### src/rtl/ddr_tchk_downcnt.sv
// Saturating down counter: load L, busy for the next L-1 cycles.
module ddr_tchk_downcnt #(
  parameter int W = 6
) (
  input  logic         clk,
  input  logic         rst_n,
  input  logic         load,
  input  logic [W-1:0] limit,
  output logic         busy
);

  logic [W-1:0] cnt_q;
  logic [W-1:0] cnt_d;
  logic         cnt_en;

  always_comb begin
    cnt_en = load | (cnt_q != '0);
    if (load) begin
      cnt_d = (limit == '0) ? '0 : limit - 1'b1;
    end else begin
      cnt_d = cnt_q - 1'b1;
    end
  end

  always_ff @(posedge clk or negedge rst_n) begin
    if (!rst_n) begin
      cnt_q <= '0;
    end else if (cnt_en) begin
      cnt_q <= cnt_d;
    end
  end

  assign busy = (cnt_q != '0);

endmodule

### src/rtl/ddr_bank_timers.sv
// Per-bank row timers: activate-to-column, row open time, row cycle.
module ddr_bank_timers #(
  parameter int NUM_BANKS = 8,
  parameter int BANK_W    = 3
) (
  input  logic                 clk,
  input  logic                 rst_n,
  input  logic                 act_valid,
  input  logic [BANK_W-1:0]    act_bank,
  input  logic [3:0]           lim_rcd,
  input  logic [5:0]           lim_ras,
  input  logic [5:0]           lim_rc,
  output logic [NUM_BANKS-1:0] rcd_busy,
  output logic [NUM_BANKS-1:0] ras_busy,
  output logic [NUM_BANKS-1:0] rc_busy
);

  logic [NUM_BANKS-1:0] bank_hit;

  always_comb begin
    for (int b = 0; b < NUM_BANKS; b++) begin
      bank_hit[b] = act_valid && (act_bank == BANK_W'(b));
    end
  end

  for (genvar g = 0; g < NUM_BANKS; g++) begin : g_bank
    ddr_tchk_downcnt #(.W(4)) u_rcd (
      .clk(clk), .rst_n(rst_n), .load(bank_hit[g]), .limit(lim_rcd), .busy(rcd_busy[g])
    );
    ddr_tchk_downcnt #(.W(6)) u_ras (
      .clk(clk), .rst_n(rst_n), .load(bank_hit[g]), .limit(lim_ras), .busy(ras_busy[g])
    );
    ddr_tchk_downcnt #(.W(6)) u_rc (
      .clk(clk), .rst_n(rst_n), .load(bank_hit[g]), .limit(lim_rc), .busy(rc_busy[g])
    );
  end

endmodule

### config.mk
export PLATFORM = sky130hd
export DESIGN_NAME = ddr_bank_timers
export DESIGN_NICKNAME = d
export VERILOG_FILES = /design/src/rtl/ddr_tchk_downcnt.sv /design/src/rtl/ddr_bank_timers.sv
export SDC_FILE = /design/constraint.sdc
export NUM_CORES = 1
export LEC_CHECK = 0
export ABC_CLOCK_PERIOD_IN_PS = 2910
export BUFFER_PORTS_ARGS = -buffer_cell sky130_fd_sc_hd__buf_2
export CAP_MARGIN = 20
export CORE_UTILIZATION = 40
export DETAILED_ROUTE_END_ITERATION = 7
export GPL_TIMING_DRIVEN = 0
export SLEW_MARGIN = 30
export SYNTH_ARGS = -nofsm -noshare
export SYNTH_HDL_FRONTEND = slang
export SYNTH_SLANG_ARGS = --single-unit
### constraint.sdc
create_clock -name clk -period 2.91 [get_ports clk]
set_input_delay 0.4365 -clock clk [delete_from_list [all_inputs] [get_ports clk]]
set_output_delay 0.4365 -clock clk [all_outputs]
set_load 0.05 [all_outputs]
======== Word-level counts from Yosys, hierarchy flattened ========
Cells that the tools add are included.
cells by class
  bitwise gates (word level) .............. 24
  div/mod/pow operators ................... 0
  multipliers ............................. 0
  eq/ne operators ......................... 7
  $add $sub $neg .......................... 27
  multiplexer cells ....................... 27
  shifts and indexed selects .............. 0
  reduce and logical (&&, ||, !) cells .... 36
  order comparisons ....................... 0
operator list
  cell                                              number
  two-way mux 6 bit                                 18
  subtractor 6 x 1 -> 6 bit, second input constant  18
  nonzero test 6 bit                                16
  two-way mux 4 bit                                 9
  subtractor 4 x 1 -> 4 bit, second input constant  9
  nonzero test 4 bit                                8
  bitwise OR 1 bit                                  24
  == test 3 bit, second input constant              4
  zero test 6 bit                                   2
  logical AND 1 bit                                 8
  == test 3 x 2 -> 1 bit, second input constant     2
  zero test 4 bit                                   1
  == test 3 x 1 -> 1 bit, second input constant     1
  zero test 3 bit                                   1
storage, ports and cells
  output and inout port bits .............. 24
  input port bits ......................... 22
  memories kept ........................... 0
  latch bits .............................. 0
  register bits ........................... 128
  logic and storage cells ................. 145
  bits in read-only memories .............. 0
  memory bits (writable) .................. 0

======== Logic depth before layout (Yosys ltp) ========
  depth after elaboration ................. 3
  gate-level depth with buffers ........... 7
  mapped depth without buffers ............ 7

======== Hierarchy ========
From an unflattened synthesis, not the netlist that was laid out.
second synthesis, totals
  cells, all modules ...................... 1048
  area, all modules ....................... 9594.2 um2
modules (own cells, without submodules)
  module                                  seq. area each (um2)  area each (um2)  cells each  instances
  ddr_tchk_downcnt (g_bank[0].u_ras ...)  150.1                 446.7            49          16
  ddr_tchk_downcnt (g_bank[0].u_rcd ...)  100.1                 294.0            32          8
  ddr_bank_timers                         0.0                   95.1             8           1

======== Least setup slack after synthesis ========
Ideal clock, no wire load.
  path type ............................... reg2out
  start point ............................. reg g_bank[1].u_rcd.cnt_q[0]
  end point ............................... out rcd_busy[1]
  data arrival time ....................... 1375 ps
  slack ................................... 1098 ps
  required time ........................... 2474 ps
  path buffers ............................ 2
  stages on the path, launching flop included .. 6
  cell sequence ........................... dfrtp_1 -> inv_1 -> ha_1 -> or3b_2 -> clkbuf_1 -> buf_4
on the way
  longest elaborated chain between the ends .. 1
ends and longest elaborated chain
  element                 RTL line                source
  start, declared         ddr_tchk_downcnt.sv:12  logic [W-1:0] cnt_q;
  start signal, assigned  ddr_tchk_downcnt.sv:29  cnt_q <= cnt_d;
  nonzero test 4 bit      ddr_tchk_downcnt.sv:33  assign busy = (cnt_q != '0);
  end, declared           ddr_bank_timers.sv:13   output logic [NUM_BANKS-1:0] rcd_busy,
No other way between the ends.

======== Worst setup path after layout ========
  start point ............................. reg g_bank[0].u_rcd.cnt_q[0]
  end point ............................... out rcd_busy[0]
on the way
  longest elaborated chain between the ends .. 1
ends and longest elaborated chain
  element                 RTL line
  start, declared         ddr_tchk_downcnt.sv:12
  start signal, assigned  ddr_tchk_downcnt.sv:29
  nonzero test 4 bit      ddr_tchk_downcnt.sv:33
No other way between the ends.

==> impl_metrics.py <==
metrics = {
    "outcome": {
        "status": "finished clean",
    },
    "clock_network": {
        "clk_path_buf_depth": 2,
        "cts-buffers-inserted": 17,
        "cts_tree": "yes",
        "htree_levels": 4,
        "postCtsSetupBuffers": 0,
        "clkLatencyLatePin_ns": 0.43,
        "numClockSinks": 128,
        "ctsResizeCount": 0,
        "path_clk_slew_ns": 0.06,
        "holdBufCountCts": 1,
        "root_buffer": "clkbuf_16",
    },
    "place": {
        "port-buffer-count": 45,
        "place_congestion": 0.819,
        "dp.cells": 1127,
        "hpwl_mm": 12.3,
    },
    "detailed_routing": {
        "drt.antenna.violating_nets": 0,
        "drt-vias-per-instance": 5.26,
        "vias": 6107,
        "post-route-drc-count": 0,
        "wl_met2_mm": 8.77,
        "post_drt_wl_per_cell_microns": 16.2,
        "dr.max_layer_used": "met4",
        "drt_first_pass_iters": 5,
        "drt-met1-wl_mm": 9.22,
        "routed_wl_mm": 18.8,
        "drtIter0Drc": 332,
        "wl_met3_microns": 510,
    },
    "pwr": {
        "power_switching_w": 0.00388,
        "switching_share": 0.380,
        "internal-power_w": 0.00633,
        "comb_power_share": 0.414,
        "p_clk_frac": 0.233,
        "p_leak_nw": 4.13,
        "peakVddDrop_v": 0.000514,
        "seq_power_share": 0.353,
        "power_density_nw_per_um2": 1140,
    },
    "logic_synthesis": {
        "ys.warnings.count": 0,
        "ys_seq_elements": 128,
        "netlist_area_sq_um": 7690,
        "postSynthAreaPerCell_sq_um": 9.07,
        "postSynthNetCount": 921,
        "ys_types": 40,
        "synth_cells": 847,
        "seq_area_frac_synth": 0.417,
    },
    "final_layout": {
        "area_delta_synth_final_pct": 16.4,
        "drive_gt1_frac": 0.154,
        "antenna_cells": 0,
        "fin_cells": 1160,
        "final_nets": 987,
    },
    "floorplanning": {
        "die_area_sq_um": 19800,
        "fp.dieH_microns": 141,
        "io_pins": 46,
        "floorplan.initialDensity": 0.410,
        "rows": 50,
        "die_w_microns": 141,
        "core_sq_um": 18800,
    },
    "global_route": {
        "grt_max_degree": 68,
        "grt_pass1_wl_mm": 31.0,
        "grt_overflow": 0,
        "gr-usage-all-layers": 0.204,
        "grt_pass1_vias": 5967,
        "antenna_found_initial": 0,
    },
    "worst_setup_path": {
        "startpoint": "g_bank[0].u_rcd.cnt_q[0]$_DFFE_PN0P_",
        "cp-end-kind": "output port",
        "r2r_cells": 7,
        "cpMaxStageDelayCell": "or3b_2",
        "critPathKind": "reg2out",
        "crit_path_max_fanout": 5,
        "cpPeakStageDelay_ns": 0.45,
        "r2r-end": "g_bank[5].u_rcd.cnt_q[0]$_DFFE_PN0P_",
        "cp-endpoint": "rcd_busy[0]",
        "reg2reg_slack_ns": 1.12,
        "crit_arrival_ns": 2.10,
        "start_kind": "flip-flop",
        "path_cells": "inv_1 -> ha_1 -> or3b_2 -> clkbuf_1 -> buf_4 -> buf_2",
        "r2r-start": "g_bank[5].u_rcd.cnt_q[0]$_DFFE_PN0P_",
        "worst-path-stages": 6,
        "critical-path-top-delay-family": "buffers and inverters",
        "critPathBufInv": 4,
        "worstPathRequired_ns": 2.47,
    },
    "min_path": {
        "hp-class": "in2reg",
        "worstHoldStart": "act_bank[0]",
    },
    "timing": {
        "skew_ns": 0.00790,
        "rsz0062_at_grt": "false",
        "slew_violations": 0,
        "slew_headroom": 0.425,
        "fmax_mhz": 395,
        "post-route-period-util": 0.870,
        "worst_pin_slew_ns": 0.845,
        "setup_viol": 0,
        "tns_ns": 0,
        "hold_viol_final": 0,
        "finalCriticalPeriod_ns": 2.53,
    },
    "job": {
        "cap_violations": 0,
    },
}
power groups by stage:
stage,Clock [W],Sequential [W],Combinational (W)
floorplan,0,0.00340,0.00354
global placement,0,0.00360,0.00411
detailed placement,0,0.00359,0.00424
CTS,0.00241,0.00359,0.00427
global route,0.00250,0.00375,0.00486
finish,0.00237,0.00360,0.00423
per-layer routing:
layer	track usage	vias up
met5	0	-
met4	0.0612	0
met3	0.0394	24
met2	0.338	85
met1	0.271	2932
li1	-	3066
worst min path at each step:
stage / to / cells past startpoint
2_1_floorplan: g_bank[0].u_ras.cnt_q[0]$_DFFE_PN0P_ / 0
5_1_grt: g_bank[1].u_rc.cnt_q[0]$_DFFE_PN0P_ / 4
4_1_cts: g_bank[4].u_rc.cnt_q[2]$_DFFE_PN0P_ / 4
6_report: g_bank[4].u_rc.cnt_q[2]$_DFFE_PN0P_ / 4
3_5_place_dp: g_bank[0].u_ras.cnt_q[1]$_DFFE_PN0P_ / 1
3_3_place_gp: g_bank[5].u_rc.cnt_q[5]$_DFFE_PN0P_ / 2
worst register-to-register path: stages (launching register included):
cell and delay, ns:
dfrtp_1 0.38, inv_1 0.13, ha_1 0.18, or3b_2 0.44
clkbuf_1 0.18, xnor2_1 0.16, nor2_1 0.11, a21oi_1 0.06
stage by stage:
stage	utilization	power [W]	worst slack, ns	area (sq um)	hold WS (ns)
floorplan	-	0.00694	1.10	7690	0.141
global placement	0.437	0.00771	-0.447	8200	0.546
detailed placement	0.441	0.00783	0.573	8280	0.419
CTS	0.477	0.0103	0.353	8940	0.441
global route	0.477	0.0111	0.263	8940	0.481
finish	0.477	0.0102	0.378	8940	0.449
synthesized netlist by cell type (all sizes together):
master,number,area share
dfrtp,128,0.42
nand2,78,0.038
inv,56,0.027
nor2,54,0.027
ha,52,0.085
a21oi,49,0.032
o21ai,47,0.031
o22ai,47,0.038
nor3,45,0.029
xor2,40,0.046
xnor2,39,0.044
nand3,31,0.020
buf,28,0.026
clkbuf,22,0.011
or3b,21,0.024
a22oi,16,0.016
and2,16,0.013
mux2i,16,0.021
nor4,16,0.013
or3,10,0.0081
nor2b,7,0.0057
o211ai,7,0.0068
nor3b,4,0.0039
a211oi,3,0.0029
a21o,2,0.0020
and3,2,0.0016
nand2b,2,0.0016
or2,2,0.0016
or4,2,0.0024
a31o,1,0.0011
nand4,1,0.00081
nor4b,1,0.0011
o31a,1,0.0011
or2b,1,0.00098
logic make-up (layout without fill, tap and decap cells):
family,count (synthesis),in the layout,share of synthesized area
xor gates and xnor gates,79,79,0.0900
AOI/OAI and AO/OA,173,173,0.130
buffers and inverters,106,185,0.0640
DFF,128,128,0.417
and+or+nand+nor,293,293,0.193
adders and majority gates,52,52,0.0846
muxes,16,16,0.0213
cell type report:
class | instances | area, sq um
buffer | 50 | 282
fill | 1829 | 9820
tap | 234 | 293
clock inverter | 14 | 213
inverter | 56 | 210
clock buffer | 18 | 439
sequential | 128 | 3200
timing repair buffer | 47 | 273
multi-input combinational | 613 | 4030
flip-flops by register name, summed over array words and instances, names as in the netlist:
register,count
g_bank.u_rcd.cnt_q,32
g_bank.u_ras.cnt_q,48
g_bank.u_rc.cnt_q,48
cell usage in the layout, fill, tap and decap left out, drive strengths merged, types with 3 or more instances in the layout:
cell	instances
nand3	31
o211ai	7
buf	74
ha	52
clkinv	4
clkinvlp	4
a22oi	16
or3	10
and2	16
nor3b	4
a21oi	49
nor4	16
nor3	45
or3b	21
xor2	40
xnor2	39
bufinv	5
o22ai	47
a211oi	3
nor2	54
clkbuf	40
mux2i	16
nor2b	7
o21ai	47
inv	57
nand2	78
dfrtp	128
No activity file was read; power rests on OpenSTA's default activity.
